==> config.mk <==
export PLATFORM = sky130hd
export DESIGN_NAME = fetch_aligner
export DESIGN_NICKNAME = d
export VERILOG_FILES = /design/src/rtl/fa_pkg.sv /design/src/rtl/fa_addr_ctr.sv /design/src/rtl/fa_word_buf.sv /design/src/rtl/fa_half_skid.sv /design/src/rtl/fa_select.sv /design/src/rtl/fetch_aligner.sv
export SDC_FILE = /design/constraint.sdc
export NUM_CORES = 1
export LEC_CHECK = 0
export BUFFER_PORTS_ARGS = -buffer_cell sky130_fd_sc_hd__buf_2
export CAP_MARGIN = 20
export CORE_MARGIN = 3
export CORE_UTILIZATION = 51
export CTS_CLUSTER_DIAMETER = 120
export DETAILED_ROUTE_END_ITERATION = 10
export GPL_TIMING_DRIVEN = 0
export PLACE_DENSITY = 0.8
export SLEW_MARGIN = 20
export SYNTH_ARGS = -nofsm -noshare
export SYNTH_HDL_FRONTEND = slang
export SYNTH_SLANG_ARGS = --single-unit
==> constraint.sdc <==
create_clock -name clk -period 3.4 [get_ports clk]
set_input_delay 0.17 -clock clk [delete_from_list [all_inputs] [get_ports clk]]
set_output_delay 0.17 -clock clk [all_outputs]
set_load 0.01 [all_outputs]
==> src/rtl/fa_pkg.sv <==
package fa_pkg;

  localparam int unsigned HALF_W = 16;

  typedef struct packed {
    logic              vld;
    logic              err;
    logic [HALF_W-1:0] bits;
  } half_t;

  function automatic logic is_wide(input logic [1:0] lo_bits);
    return lo_bits == 2'b11;
  endfunction

endpackage

==> src/rtl/fa_addr_ctr.sv <==
module fa_addr_ctr #(
  parameter int unsigned AW = 32
) (
  input  logic          clk,
  input  logic          rst_n,
  input  logic          load,
  input  logic [AW-1:0] target,
  input  logic          adv,
  input  logic          step4,
  output logic [AW-1:0] addr
);

  localparam logic [AW-1:0] STEP_S = AW'(2);
  localparam logic [AW-1:0] STEP_L = AW'(4);

  logic [AW-1:0] addr_q;

  always_ff @(posedge clk or negedge rst_n) begin
    if (!rst_n) begin
      addr_q <= '0;
    end else if (load) begin
      addr_q <= {target[AW-1:1], 1'b0};
    end else if (adv) begin
      addr_q <= addr_q + (step4 ? STEP_L : STEP_S);
    end
  end

  assign addr = addr_q;

endmodule

==> src/rtl/fa_word_buf.sv <==
module fa_word_buf #(
  parameter int unsigned IW = 32
) (
  input  logic          clk,
  input  logic          rst_n,
  input  logic          flush,
  input  logic          load,
  input  logic          take,
  input  logic [IW-1:0] d,
  input  logic          d_err,
  output logic          vld,
  output logic [IW-1:0] q,
  output logic          q_err
);

  logic          vld_q;
  logic          err_q;
  logic [IW-1:0] dat_q;

  always_ff @(posedge clk or negedge rst_n) begin
    if (!rst_n) begin
      vld_q <= 1'b0;
      err_q <= 1'b0;
    end else if (flush || take) begin
      vld_q <= 1'b0;
      err_q <= 1'b0;
    end else if (load) begin
      vld_q <= 1'b1;
      err_q <= d_err;
    end
  end

  always_ff @(posedge clk) begin
    if (load && !flush) begin
      dat_q <= d;
    end
  end

  assign vld   = vld_q;
  assign q     = dat_q;
  assign q_err = err_q;

endmodule

==> src/rtl/fa_half_skid.sv <==
module fa_half_skid
  import fa_pkg::*;
(
  input  logic              clk,
  input  logic              rst_n,
  input  logic              flush,
  input  logic              load,
  input  logic              clear,
  input  logic [HALF_W-1:0] d,
  input  logic              d_err,
  output half_t             slot
);

  half_t slot_q;

  always_ff @(posedge clk or negedge rst_n) begin
    if (!rst_n) begin
      slot_q <= '0;
    end else if (flush) begin
      slot_q.vld <= 1'b0;
      slot_q.err <= 1'b0;
    end else if (load) begin
      slot_q.vld  <= 1'b1;
      slot_q.err  <= d_err;
      slot_q.bits <= d;
    end else if (clear) begin
      slot_q.vld <= 1'b0;
      slot_q.err <= 1'b0;
    end
  end

  assign slot = slot_q;

endmodule

==> src/rtl/fa_select.sv <==
module fa_select
  import fa_pkg::*;
#(
  parameter int unsigned IW = 32
) (
  input  logic          odd_half,
  input  logic          w_vld,
  input  logic [IW-1:0] w_q,
  input  logic          w_err,
  input  half_t         hold,
  input  logic          out_ready,
  input  logic          branch,
  output logic          out_valid,
  output logic [IW-1:0] out_instr,
  output logic          out_err,
  output logic          out_err_hi,
  output logic          adv,
  output logic          step4,
  output logic          w_take,
  output logic          h_from_w,
  output logic          h_clear
);

  logic wide_w;
  logic wide_h;
  logic fire;

  assign wide_w = is_wide(w_q[1:0]);
  assign wide_h = is_wide(hold.bits[1:0]);
  assign fire   = out_valid && out_ready && !branch;
  assign adv    = fire;

  always_comb begin
    out_valid  = 1'b0;
    out_instr  = w_q;
    out_err    = 1'b0;
    out_err_hi = 1'b0;
    step4      = 1'b0;
    w_take     = 1'b0;
    h_from_w   = 1'b0;
    h_clear    = 1'b0;
    if (!odd_half) begin
      out_valid = w_vld;
      out_instr = w_q;
      out_err   = w_err;
      step4     = wide_w;
      w_take    = fire;
      h_from_w  = fire && !wide_w;
    end else begin
      out_valid  = hold.vld && (!wide_h || hold.err || w_vld);
      out_instr  = {w_q[HALF_W-1:0], hold.bits};
      out_err    = hold.err || (wide_h && w_vld && w_err);
      out_err_hi = wide_h && !hold.err && w_vld && w_err;
      step4      = wide_h;
      w_take     = fire && wide_h && w_vld;
      h_from_w   = fire && wide_h && w_vld;
      h_clear    = fire && !(wide_h && w_vld);
    end
  end

endmodule

==> src/rtl/fetch_aligner.sv <==
module fetch_aligner
  import fa_pkg::*;
#(
  parameter int unsigned AW = 32,
  parameter int unsigned IW = 32
) (
  input  logic          clk,
  input  logic          rst_n,
  input  logic          branch,
  input  logic [AW-1:0] branch_addr,
  input  logic          in_valid,
  output logic          in_ready,
  input  logic [IW-1:0] in_word,
  input  logic          in_err,
  output logic          out_valid,
  input  logic          out_ready,
  output logic [IW-1:0] out_instr,
  output logic [AW-1:0] out_addr,
  output logic          out_err,
  output logic          out_err_hi
);

  localparam int unsigned HI_LSB = IW - HALF_W;

  logic [AW-1:0]     addr;
  logic              w_vld;
  logic [IW-1:0]     w_q;
  logic              w_err;
  half_t             hold;
  logic              adv;
  logic              step4;
  logic              w_take;
  logic              h_from_w;
  logic              h_clear;
  logic              in_fire;
  logic              skip_lo;
  logic              w_load;
  logic              h_load;
  logic [HALF_W-1:0] h_d;
  logic              h_d_err;

  assign in_ready = !branch && !w_vld;
  assign in_fire  = in_valid && in_ready;
  // bit 1 set with an empty holding slot only occurs right after a branch
  assign skip_lo  = addr[1] && !hold.vld;
  assign w_load   = in_fire && !skip_lo;
  assign h_load   = h_from_w || (in_fire && skip_lo);
  assign h_d      = h_from_w ? w_q[IW-1:HI_LSB] : in_word[IW-1:HI_LSB];
  assign h_d_err  = h_from_w ? w_err : in_err;

  fa_addr_ctr #(.AW(AW)) u_ctr (
    .clk    (clk),
    .rst_n  (rst_n),
    .load   (branch),
    .target (branch_addr),
    .adv    (adv),
    .step4  (step4),
    .addr   (addr)
  );

  fa_word_buf #(.IW(IW)) u_word (
    .clk   (clk),
    .rst_n (rst_n),
    .flush (branch),
    .load  (w_load),
    .take  (w_take),
    .d     (in_word),
    .d_err (in_err),
    .vld   (w_vld),
    .q     (w_q),
    .q_err (w_err)
  );

  fa_half_skid u_skid (
    .clk   (clk),
    .rst_n (rst_n),
    .flush (branch),
    .load  (h_load),
    .clear (h_clear),
    .d     (h_d),
    .d_err (h_d_err),
    .slot  (hold)
  );

  fa_select #(.IW(IW)) u_sel (
    .odd_half   (addr[1]),
    .w_vld      (w_vld),
    .w_q        (w_q),
    .w_err      (w_err),
    .hold       (hold),
    .out_ready  (out_ready),
    .branch     (branch),
    .out_valid  (out_valid),
    .out_instr  (out_instr),
    .out_err    (out_err),
    .out_err_hi (out_err_hi),
    .adv        (adv),
    .step4      (step4),
    .w_take     (w_take),
    .h_from_w   (h_from_w),
    .h_clear    (h_clear)
  );

  assign out_addr = addr;

endmodule

**After elaboration in Yosys (flattened, before gate mapping)**

Index checks and enable logic that the tools add are counted.

- Eq/ne operators: 2
- $mul: 0
- $add $sub $neg: 1
- Order comparisons: 0
- Bitwise gates (word level): 1
- Divide/modulo/power cells: 0
- Shift-type cells: 0
- Reductions and logical operators: 35
- Muxes and demuxes: 20

Operators by type and width:

| operator | number |
|---|---|
| $mux 32 | 3 |
| $add 32x32->32 | 1 |
| $logic_and 1x1->1 | 18 |
| $mux 16 | 1 |
| $mux 1 | 12 |
| $logic_not 1->1 | 8 |
| $mux 2 | 3 |
| $logic_or 1x1->1 | 5 |
| $eq 2x2->1 const B | 2 |
| $reduce_bool 2->1 | 2 |
| $mux 3 | 1 |
| $reduce_bool 3->1 | 1 |
| $reduce_and 2->1 | 1 |
| $not 1->1 | 1 |

- Input bits: 70
- Latch bits: 0
- Memory bits (writable): 0
- Memories kept: 0
- Register bits after elaboration: 84
- Output and inout bits: 68
- Word-level logic and storage cells: 66
- Memory bits (read-only): 0

**Longest topological paths before layout**

Gate-level depths: netlist of run 1.

- Depth in word-level cells: 14
- Depth in mapped cells: 12
- Depth with buffers taken out: 8

**Hierarchy**

From an unflattened synthesis of run 1, not the netlist that was laid out.

- Cell total of the unflattened synthesis: 374
- Area total of the unflattened synthesis: 4458.0 um^2

By module, submodules not included:

| module | instances | area each (um^2) | sequential area each (um^2) | cells an instance |
|---|---|---|---|---|
| fa_addr_ctr | 1 | 1911.8 | 775.7 | 218 |
| fa_word_buf | 1 | 1046.0 | 1011.0 | 39 |
| fa_half_skid | 1 | 733.2 | 450.4 | 42 |
| fa_select | 1 | 483.0 | 0.0 | 52 |
| fetch_aligner | 1 | 284.0 | 0.0 | 23 |

**Least setup slack after synthesis of run 1**

No wires, ideal clock.

- Kind: flip-flop to flip-flop
- From: register u_ctr.addr_q[1], in the netlist u_ctr.addr[1]
- To: register u_ctr.addr_q[22], in the netlist u_ctr.addr[22]
- Period minus slack after synthesis: 2.890 ns
- Library setup time: 0.082 ns
- Cell stages (with the launch flop): 11
- Buffers on the path: 4
- Setup slack: 0.510 ns
- Arrival: 2.808 ns
- Data required time: 3.318 ns
- Cells stage by stage: dfrtp_1 -> buf_4 -> clkbuf_1 -> buf_1 -> o21ai_0 -> ha_1 -> a31oi_2 -> or3_1 -> buf_2 -> or3_1 -> a31oi_1

- Longest elaborated chain between the ends: 5
- Elaborated cells on any way between the ends: 9
- Classes of those cells: 1 x add/sub; 5 x mux; 3 x reduce/logical

RTL lines:

| element | line | source |
|---|---|---|
| start, declared | fa_addr_ctr.sv:16 | `logic [AW-1:0] addr_q;` |
| start signal, assigned | fa_addr_ctr.sv:22 | `addr_q <= {target[AW-1:1], 1'b0};` |
| start signal, assigned | fa_addr_ctr.sv:24 | `addr_q <= addr_q + (step4 ? STEP_L : STEP_S);` |
| $mux 1 | fa_select.sv:42 | `if (!odd_half) begin` |
| $mux 3 | fa_addr_ctr.sv:24 |  |
| $add 32x32->32 | fa_addr_ctr.sv:24 |  |
| $mux 32 | fa_addr_ctr.sv:23 | `end else if (adv) begin` |
| $mux 32 | fa_addr_ctr.sv:21 | `end else if (load) begin` |

Parallel ways exist; a longest one is shown, timed or not. The select of a mux whose other input is x is not followed.
A chain may end at the register's enable or synchronous reset.

**Final worst setup path of run 1**

- From: register u_ctr.addr_q[1], in the netlist u_ctr.addr[1]
- To: register u_ctr.addr_q[30], in the netlist u_ctr.addr[30]

The elaborated chain is that of the path after synthesis.

==> results of run 1 <==
[power breakdown]
group / total, W / switching, W / internal [W]
clock network: 0.000825 / 0.000397 / 0.000428
registers: 0.00130 / 0.000118 / 0.00118
logic: 0.000632 / 0.000326 / 0.000306
total: 0.00276 / 0.000842 / 0.00191
[layout by cell type, fill, tap and decap left out, drive strengths merged, types with 5 or more instances in the layout]
master,Yosys,final
nor4,9,9
xnor2,11,11
clkbuf,15,24
dlygate4sd3,0,30
xor2,12,12
or3,5,5
mux2,37,37
o21ai,43,43
nand4,14,14
inv,7,10
dfrtp,51,51
edfxtp,32,32
buf,9,143
a31oi,6,6
mux2i,19,19
nand2,53,53
nand3,17,17
nor2,12,12
[per-stage QoR]
step	instance area [um^2]	util	TNS, ps	worst slack (ps)
after global placement	5060	0.639	-54.6	-19.4
after floorplan	4260	-	0	510
after global routing	5620	0.709	0	170
after detailed placement	5090	0.642	-372	-160
final	5620	0.709	0	357
after CTS	5630	0.710	0	49.4
[path summary, 6_finish.rpt]
| kind | start | to | slack [ps] | cells after the start |
|---|---|---|---|---|
| worst max-delay path | u_ctr.addr[1]$_DFFE_PN0N_ | u_ctr.addr[30]$_DFFE_PN0N_ | 360 | 9 |
| worst min-delay path | in_word[17] | u_word.q[17]$_DFFE_PP_ | 10 | 1 |
| worst max register to register | u_ctr.addr[1]$_DFFE_PN0N_ | u_ctr.addr[30]$_DFFE_PN0N_ | 360 | 9 |
| worst min register to register | u_word.q[29]$_DFFE_PP_ | u_skid.slot[13]$_DFFE_PN0P_ | 500 | 2 |
| max in group asynchronous | rst_n | u_skid.slot[5]$_DFFE_PN0P_ | 2530 | 2 |
| min in group asynchronous | rst_n | u_ctr.addr[8]$_DFFE_PN0N_ | 420 | 2 |
[sequential cells by signal, indices dropped and copies added (netlist names)]
register      flops
u_skid.slot      18
u_word.vld        1
u_word.q         32
u_word.q_err      1
u_ctr.addr       31
[final cells by class]
| cell class | instances | area, um^2 | area share |
|---|---|---|---|
| Sequential cell | 83 | 2240 | 0.398 |
| Multi-Input combinational cell | 273 | 1900 | 0.338 |
| Timing Repair Buffer | 165 | 993 | 0.177 |
| Tap cell | 102 | 128 | 0.0227 |
| Clock buffer | 9 | 124 | 0.0220 |
| Clock inverter | 7 | 108 | 0.0191 |
| Buffer | 23 | 105 | 0.0187 |
| Inverter | 7 | 26.3 | 0.00467 |
[routing by layer]
layer  global-route usage  vias to the layer above  share of wire
li1                     -                     1751              -
met1                0.313                     1779           0.42
met2                0.404                      136           0.51
met3               0.0467                       20          0.052
met4               0.0852                        0          0.020
met5                    0                        -              0
[cells by family after synthesis]
family                     synth area share
AOI/OAI and AO/OA                    0.0813
DFF                                   0.525
and+or+nand+nor                       0.165
adders and majority gates           0.00763
xor gates and xnor gates             0.0472
other                              0.000879
buffers and inverters                0.0314
muxes                                 0.142
[repair_timing]
| item | in CTS | in global routing |
|---|---|---|
| buffers inserted | 0 | 0 |
| setup endpoints to repair | 3 | 11 |
| hold endpoints to repair | 80 | 0 |
| gates cloned | 0 | 0 |
| hold buffers | 30 | 0 |
| gates resized for setup | 1 | 0 |
==> reports/qor.yml, run 1 <==
clock_network:
  clockBufferDepth: 2
  ctsHtreeMaxLevel: 3
  clk_latency_ps: 360
  clkSinkCount: 83
  cts_tree: "done"
  clk_pin_slew_worst_paths_ps: 90
  cts-root-buf: "clkbuf_8"
  numCtsBuffers: 9
route:
  drt_iter0_markers: 205
  wire_per_inst_um: 17.0
  drc_errors: 0
  ant_nets: 0
  vias: 3686
  viasPerCell: 5.51
  dr.pass1.iters: 5
  totalWireLength_um: 11400
critical_path:
  path_buf_inv: 3
  cp_max_fo: 19
  critPathMostFrequentCell: "or3_1"
  cp_slowest_cell: "clkbuf_2"
  endpoint_kind: "flip-flop"
  path_class: "flip-flop to flip-flop"
  cpLargestDelayFamily: "buffers and inverters"
  path_cells: "buf_4, clkbuf_2, o21ai_0, ha_1, a31oi_2, or3_1, buf_2, or3_1, a31oi_1"
  crit_path_max_incr_delay_ps: 430
  crit_arrival_ps: 3320
  worst_ep_required_time_ps: 3680
  worst_setup_path_start_kind: "flip-flop"
logic_synthesis:
  post-synth-top-area-cell: "dfrtp_1"
  synth_edf_count: 32
  syn_inst: 387
  ys_top_cells_by_count: "nand2_1 (53), dfrtp_1 (51), mux2_2 (36)"
  synth.area.top_cells: "dfrtp_1 (30%), edfxtp_1 (23%), mux2_2 (9.5%), nand2_1 (4.7%), mux2i_1 (4.5%)"
  synth.most_common_cell: "nand2_1"
  synth_fp_nets: 459
  syn_area_per_cell_um2: 11.0
  synth-seq-cells: 83
  synth_cell_types: 49
  syn_area_mm2: 0.00426
  async_flop_share: 0.614
  yosys_warnings: 0
  ys_seq_area_frac: 0.525
  synth_flop_cell: "dfrtp_1"
  synth_top_area_frac: 0.299
timing:
  period_minus_slack_ps: 3040
  finalSetupViolCount: 0
  fmax_mhz: 329
  hold_ws_ps: 12.8
  tightest_slew_ps: 736
  slew_viol_final: 0
  max-slew-margin-rel: 0.505
  finalClockSkew_ps: 14.2
  post-route-period-util: 0.895
  rsz0062_at_grt: "no"
  hold_viol_final: 0
floorplanning:
  die_w_um: 97.4
  rows: 32
  start_util: 0.538
  ios: 138
  core_area_mm2: 0.00793
  die_h_um: 97.4
  die_area_mm2: 0.00949
placed_design:
  gp_congestion: 0.837
  port_buffers: 134
  dp_cells: 624
  dp_hpwl_um: 7950
final_layout:
  area_growth_pct: 31.8
  num_antenna_cells: 0
  drive_gt1_frac: 0.363
  nFillCells: 610
  fin_nets: 634
  fin_cells: 669
power_and_ir_drop:
  power.density_mw_per_mm2: 490
  total_power_w: 0.00276
  p_leak_nw: 2.46
  peakVddDrop_uv: 280
run:
  maxCapViolCount: 0
global_route:
  grt_pass1_vias: 3767
  grt.overflow.total: 0
  antenna_found_initial: 0
  grt_use_total: 0.242
  grt_pass1_wl_um: 18700
  grt_max_degree: 52
min_path:
  hp-class: "primary input to flip-flop"
run_status:
  status: "complete, no violations"
(Power assumes the default switching activity.)
==> run 2, diff against run 1 <==
Settings changed: ABC_AREA set to 1, CORE_UTILIZATION 51 to 53, PLACE_DENSITY 0.8 to 0.81.
==> run 2 against run 1 <==
Synthesized area rose by 16%. Count of clock-buffer cells in the layout did not move. Total power rose by 41%. Sequential power rose by 15%. Maximum frequency rose by 17%. Worst hold slack improved by 2.5 ps. Clock power fell by 10%. Sequential cell count did not move. Synthesized cell count rose by 76%. Global-route usage rose by 5.5 points. Critical path depth rose by 5. Register-to-register slack improved by 440 ps. Largest cell class is now multi-input gates.
==> reports/qor.yml, run 2 <==
route:
  vias: 5228
  totalWireLength_um: 15500
  dr.max_layer_used: "met4"
  ant_nets: 0
  route.met3.wl_um: 1430
  wl_met2_um: 7300
  viasPerCell: 5.38
  met1_length_um: 6500
  dr.pass1.iters: 5
  drt_iter0_markers: 397
  drc_errors: 0
  wire_per_inst_um: 15.9
logic_synthesis:
  synth_fp_nets: 754
  synth.most_common_cell: "nand2_1"
  synth-seq-cells: 83
  synth.area.top_cells: "dfrtp_1 (26%), nand2_1 (21%), edfxtp_1 (19%), nand3_1 (5.7%), inv_1 (4.8%)"
  syn_area_per_cell_um2: 7.27
  syn_area_mm2: 0.00496
  ys_seq_area_frac: 0.451
  ys_top_cells_by_count: "nand2_1 (284), inv_1 (64), nand3_1 (56)"
  synth_top_area_frac: 0.257
  syn_inst: 682
  async_flop_share: 0.614
  synth_edf_count: 32
  synth_cell_types: 36
  synth_flop_cell: "dfrtp_1"
  yosys_warnings: 0
  post-synth-top-area-cell: "dfrtp_1"
global_route:
  grt.overflow.total: 0
  antenna_found_initial: 0
  grt_pass1_vias: 4881
  grt_use_total: 0.296
  grt_pass1_wl_um: 24100
  grt_max_degree: 52
critical_path:
  cp_slowest_cell: "dfrtp_1"
  worst_setup_path_start_kind: "flip-flop"
  path_depth: 14
  cp_max_fo: 10
  path_buf_inv: 4
  cpLargestDelayFamily: "simple AND/OR/NAND/NOR gates"
  crit_arrival_ps: 2840
  reg2reg_from: "u_ctr.addr[1]$_DFFE_PN0N_"
  endpoint_kind: "flip-flop"
  rr_endpoint: "u_ctr.addr[31]$_DFFE_PN0N_"
  worstSetupStartpoint: "u_ctr.addr[1]$_DFFE_PN0N_"
  r2r_cells: 14
  critPathMostFrequentCell: "nand2_1"
  worst_ep_required_time_ps: 3640
  endpoint: "u_ctr.addr[31]$_DFFE_PN0N_"
  path_class: "flip-flop to flip-flop"
  crit_path_max_incr_delay_ps: 370
  path_cells: "buf_6, inv_2, buf_6, o21ai_0, fa_1, nand3_1, nor2_1, nand3_1, inv_1, nand2_1, nand2_1, nand2_1, nand2_1, nand3_1"
  r2r_slack_ps: 800
clock_network:
  clk_latency_ps: 360
  ctsHtreeMaxLevel: 3
  cts_tree: "done"
  clockBufferDepth: 2
  numCtsBuffers: 9
  cts_resized: 0
  cts-root-buf: "clkbuf_8"
  clkSinkCount: 83
  clk_pin_slew_worst_paths_ps: 90
final_layout:
  fin_cells: 972
  num_antenna_cells: 0
  drive_gt1_frac: 0.219
  final_cell_mix: "nand2_1 (284), buf_2 (142), inv_1 (64)"
  area_growth_pct: 26.9
  largest_register_ffs: 32
  nFillCells: 740
  fin_nets: 931
  final_common_cell: "nand2_1"
timing:
  rsz0062_at_grt: "no"
  hold_ws_ps: 15.3
  period_minus_slack_ps: 2600
  fmax_mhz: 385
  slew_viol_final: 0
  setup_tns_ps: 0
  post-route-period-util: 0.765
  max-slew-margin-rel: 0.549
  finalSetupViolCount: 0
  hold_viol_final: 0
  finalClockSkew_ps: 8.31
  tightest_slew_ps: 676
floorplanning:
  die_w_um: 103
  die_area_mm2: 0.0106
  rows: 34
  start_util: 0.558
  core_area_mm2: 0.00889
  ios: 138
  die_h_um: 103
power_and_ir_drop:
  peakVddDrop_uv: 379
  power.density_mw_per_mm2: 618
  p_leak_nw: 3.21
placed_design:
  dp_cells: 925
  gp_congestion: 0.967
  port_buffers: 134
  dp_hpwl_um: 11000
run_status:
  status: "complete, no violations"
min_path:
  hp-class: "primary input to flip-flop"
  hold_depth: 1
run:
  maxCapViolCount: 0
-- run 2: cell count changes after synthesis, moves of 19 or more --
| cell | before | now |
|---|---|---|
| nand3_1 | 16 | 56 |
| nor2_1 | 12 | 48 |
| nand2_1 | 53 | 284 |
| inv_1 | 6 | 64 |
| mux2i_1 | 19 | 0 |
| mux2_2 | 36 | 0 |
-- run 2: final cells by class --
class / count / area (um^2) / share of cell area
clock inverters: 7 / 77.6 / 0.0123
plain buffers: 29 / 166 / 0.0264
well taps: 108 / 135 / 0.0215
inverters: 69 / 267 / 0.0423
repair buffers: 166 / 998 / 0.159
flip-flops and latches: 83 / 2240 / 0.355
multi-input cells: 501 / 2290 / 0.364
clock buffers: 9 / 124 / 0.0197
-- run 2: logic make-up after synthesis --
kind of cell,count (synthesis),share of synthesized area
AO/OA/AOI/OAI,44,0.0477
XOR/XNOR,9,0.0159
adder cells (fa/ha/maj),2,0.00656
buffers and inverters,98,0.0873
flip-flops,83,0.451
other,1,0.000756
AND/OR/NAND/NOR,445,0.391
-- run 2: layer usage --
layer | track usage | vias to the layer above
met5 | 0 | -
met4 | 0.0737 | 0
met3 | 0.0670 | 29
met2 | 0.485 | 260
met1 | 0.401 | 2408
li1 | - | 2531
-- run 2: worst min-delay path by stage --
stage | start | slack [ps] | end
finish | in_word[22] | 20 | u_word.q[22]$_DFFE_PP_
global route | in_word[22] | 4 | u_word.q[22]$_DFFE_PP_
CTS | in_word[22] | 4 | u_word.q[22]$_DFFE_PP_
detailed placement | rst_n | 250 | u_skid.slot[2]$_DFFE_PN0P_
global placement | in_word[14] | 350 | u_word.q[14]$_DFFE_PP_
floorplan | rst_n | -130 | u_ctr.addr[10]$_DFFE_PN0N_
-- run 2: worst reg2reg max path, delay by kind of cell, from the launching register on --
family | cells | cell delay [ps]
compound gates | 1 | 320
fa+ha+maj | 1 | 370
buf+inv | 4 | 460
flops | 1 | 370
simple gates | 8 | 960
-- run 2: what timing repair did --
action | 4_1_cts | 5_1_grt
hold endpoints to repair | 80 | 1
setup buffers | 0 | 0
hold buffers | 30 | 1
-- run 2: through the flow --
step | power (W) | area (um^2) | setup WS (ps) | utilization
after global placement | 0.00305 | 5760 | 836 | 0.648
after global routing | 0.00415 | 6290 | 542 | 0.708
after CTS | 0.00386 | 6280 | 824 | 0.707
final | 0.00389 | 6290 | 800 | 0.708
after detailed placement | 0.00310 | 5780 | 826 | 0.650
after floorplan | 0.00249 | 4960 | 1260 | -
-- run 2: power by group --
| part | switching [W] | total, W | internal (W) |
|---|---|---|---|
| sequential | 0.000222 | 0.00150 | 0.00128 |
| clock | 0.000396 | 0.000742 | 0.000346 |
| combinational | 0.00105 | 0.00165 | 0.000601 |
| total | 0.00167 | 0.00389 | 0.00222 |
==> run 3, diff against run 2 <==
Settings changed: ABC_AREA 1 to 0, CORE_UTILIZATION 53 to 46, PLACE_DENSITY 0.81 to 0.76.
Clock period 3.4 ns to 2.09 ns, I/O delays scaled along.
==> run 3 against run 2 <==
The flow now finishes with violations (setup timing). Clock skew is 4.0 ps higher. Worst setup slack got worse by 920 ps. Maximum frequency is 18% higher. Via count is 24% lower. Total power rose by 20%. Combinational power fell by 21%. Cell area is 0.54% higher. Critical endpoint is now u_ctr.addr[25]$_DFFE_PN0N_. Utilization is 0.72 points higher. Largest cell class is now registers. Sequential cell count is the same. Routed wire length is 18% lower. Non-clock buffer count rose by 38.
==> reports/qor.yml, run 3 (synthesis results as in run 1) <==
run_status:
  status: "finished, violations left"
  violations: "setup timing"
critical_path:
  critPathMostFrequentCell: "buf_6"
  path_cells: "buf_6, clkbuf_16, o21ai_4, fa_2, nand3_2, nor3b_4, buf_6, nand4_1, xnor2_1, mux2_4"
  endpoint_kind: "flip-flop"
  crit_arrival_ps: 2460
  crit_path_max_incr_delay_ps: 390
  cp_slowest_cell: "dfrtp_1"
  path_class: "flip-flop to flip-flop"
  cp_max_fo: 6
  r2r_slack_ps: -120
  worst_ep_required_time_ps: 2340
  worst_setup_path_start_kind: "flip-flop"
final_layout:
  fin_nets: 680
  multi_input_area_mm2: 0.00212
  final_cell_mix: "buf_2 (135), dlygate4sd3_1 (62), nand2_1 (52)"
  fin_util: 0.715
  area_growth_pct: 48.4
  nFillCells: 627
  drive_gt1_frac: 0.400
  seq_area_mm2: 0.00224
  num_antenna_cells: 0
  largest_register_ffs: 32
  final_common_cell: "buf_2"
route:
  dr.pass1.iters: 4
  vias: 3950
  ant_nets: 0
  drt_iter0_markers: 152
  totalWireLength_um: 12700
  wire_per_inst_um: 17.6
  viasPerCell: 5.48
  drc_errors: 0
global_route:
  grt.overflow.total: 0
  use_met2: 0.415
  use_met1: 0.287
  antenna_found_initial: 0
  grt_use_total: 0.236
  grt_pass1_wl_um: 19400
  met3_usage: 0.0608
  top_usage_layer: "met2"
  grt_max_degree: 52
  grt_pass1_vias: 4037
power_and_ir_drop:
  power.density_mw_per_mm2: 738
  total_power_w: 0.00467
  sw_frac_of_total: 0.322
  switching_power_w: 0.00151
  p_leak_nw: 2.78
  peakVddDrop_uv: 608
  power_frac_comb: 0.280
  internal-power_w: 0.00317
  seq_power_share: 0.456
  clkPwrFrac: 0.264
timing:
  fmax_mhz: 452
  hold_viol_final: 0
  tightest_slew_ps: 909
  rsz0062_at_grt: "yes"
  post-route-period-util: 1.06
  fin_ws_ps: -122
  finalSetupViolCount: 26
  period_minus_slack_ps: 2210
  finalClockSkew_ps: 12.3
  max-slew-margin-rel: 0.393
  slew_viol_final: 0
floorplanning:
  start_util: 0.482
  die_h_um: 102
  rows: 34
  die_area_mm2: 0.0105
  core_area_mm2: 0.00885
  die_w_um: 102
  ios: 138
min_path:
  hp-class: "primary input to flip-flop"
clock_network:
  clk_pin_slew_worst_paths_ps: 90
  clockBufferDepth: 2
  numCtsBuffers: 9
  ctsHtreeMaxLevel: 3
  cts_tree: "done"
  clkSinkCount: 83
  clk_latency_ps: 370
  cts-root-buf: "clkbuf_8"
placed_design:
  port_buffers: 134
  pre_cts_slack_ps: -453
  dp_hpwl_um: 7870
  gp_congestion: 0.801
run:
  maxCapViolCount: 0
run 3: cell types whose count changed in the layout (fill, tap and decap cells not counted), sizes merged, moves of 9 or more:
cell / change
dlygate4sd3: +31
inv: -60
mux2: +37
mux2i: +19
nand2: -243
nand3: -41
nor2: -36
nor4: +9
o21ai: +14
xnor2: +10
run 3: final timing paths:
check | from | endpoint | cells past startpoint
hold / removal | branch_addr[24] | u_ctr.addr[24]$_DFFE_PN0N_ | 3
min in group asynchronous | rst_n | u_ctr.addr[10]$_DFFE_PN0N_ | 2
setup / recovery | u_ctr.addr[1]$_DFFE_PN0N_ | u_ctr.addr[25]$_DFFE_PN0N_ | 10
max in group asynchronous | rst_n | u_skid.slot[1]$_DFFE_PN0P_ | 2
setup reg to reg | u_ctr.addr[1]$_DFFE_PN0N_ | u_ctr.addr[25]$_DFFE_PN0N_ | 10
hold reg to reg | u_word.q[23]$_DFFE_PP_ | u_skid.slot[7]$_DFFE_PN0P_ | 2
run 3: layer usage:
layer / vias to the layer above / part of all wire
met5: - / 0
met4: 0 / 0.015
met3: 18 / 0.072
met2: 182 / 0.51
met1: 1904 / 0.40
li1: 1846 / -
run 3: area by class of cell:
class	instances	area share
Clock inverter	7	0.0131
Clock buffer	9	0.0196
Timing Repair Buffer	211	0.230
Tap cell	108	0.0214
Buffer	22	0.0227
Multi-Input combinational cell	274	0.335
Inverter	7	0.00415
Sequential cell	83	0.354
run 3: critical path: cells and delay by family (launching register included):
family / cells / cell delay [ps]
AO/OA/AOI/OAI: 1 / 180
XOR/XNOR: 1 / 180
adder cells (fa/ha/maj): 1 / 250
buffers and inverters: 3 / 440
flip-flops: 1 / 390
multiplexers: 1 / 260
AND/OR/NAND/NOR: 3 / 400
run 3: timing repair:
action	CTS	global route
buffers inserted	8	6
gates resized for setup	18	30
hold endpoints to repair	112	0
hold buffers	62	0
gates cloned	2	0
pin swaps	9	24
endpoints found under the setup margin	44	51
run 3: stage by stage:
stage	hold slack [ps]	setup TNS, ps	std cells	area, um^2
floorplan	-191	-1330	387	4390
global placement	281	-5930	629	5190
detailed placement	200	-6910	629	5190
CTS	8.95	-1340	716	6150
global route	17.3	-3960	721	6330
finish	17.7	-1420	721	6330
run 3: power groups by stage:
stage	registers, W	logic [W]	clock network, W
2_1_floorplan	0.00212	0.000644	0
3_3_place_gp	0.00213	0.00101	0
3_5_place_dp	0.00215	0.00105	0
4_1_cts	0.00212	0.00118	0.00125
5_1_grt	0.00216	0.00141	0.00131
6_report	0.00213	0.00131	0.00123
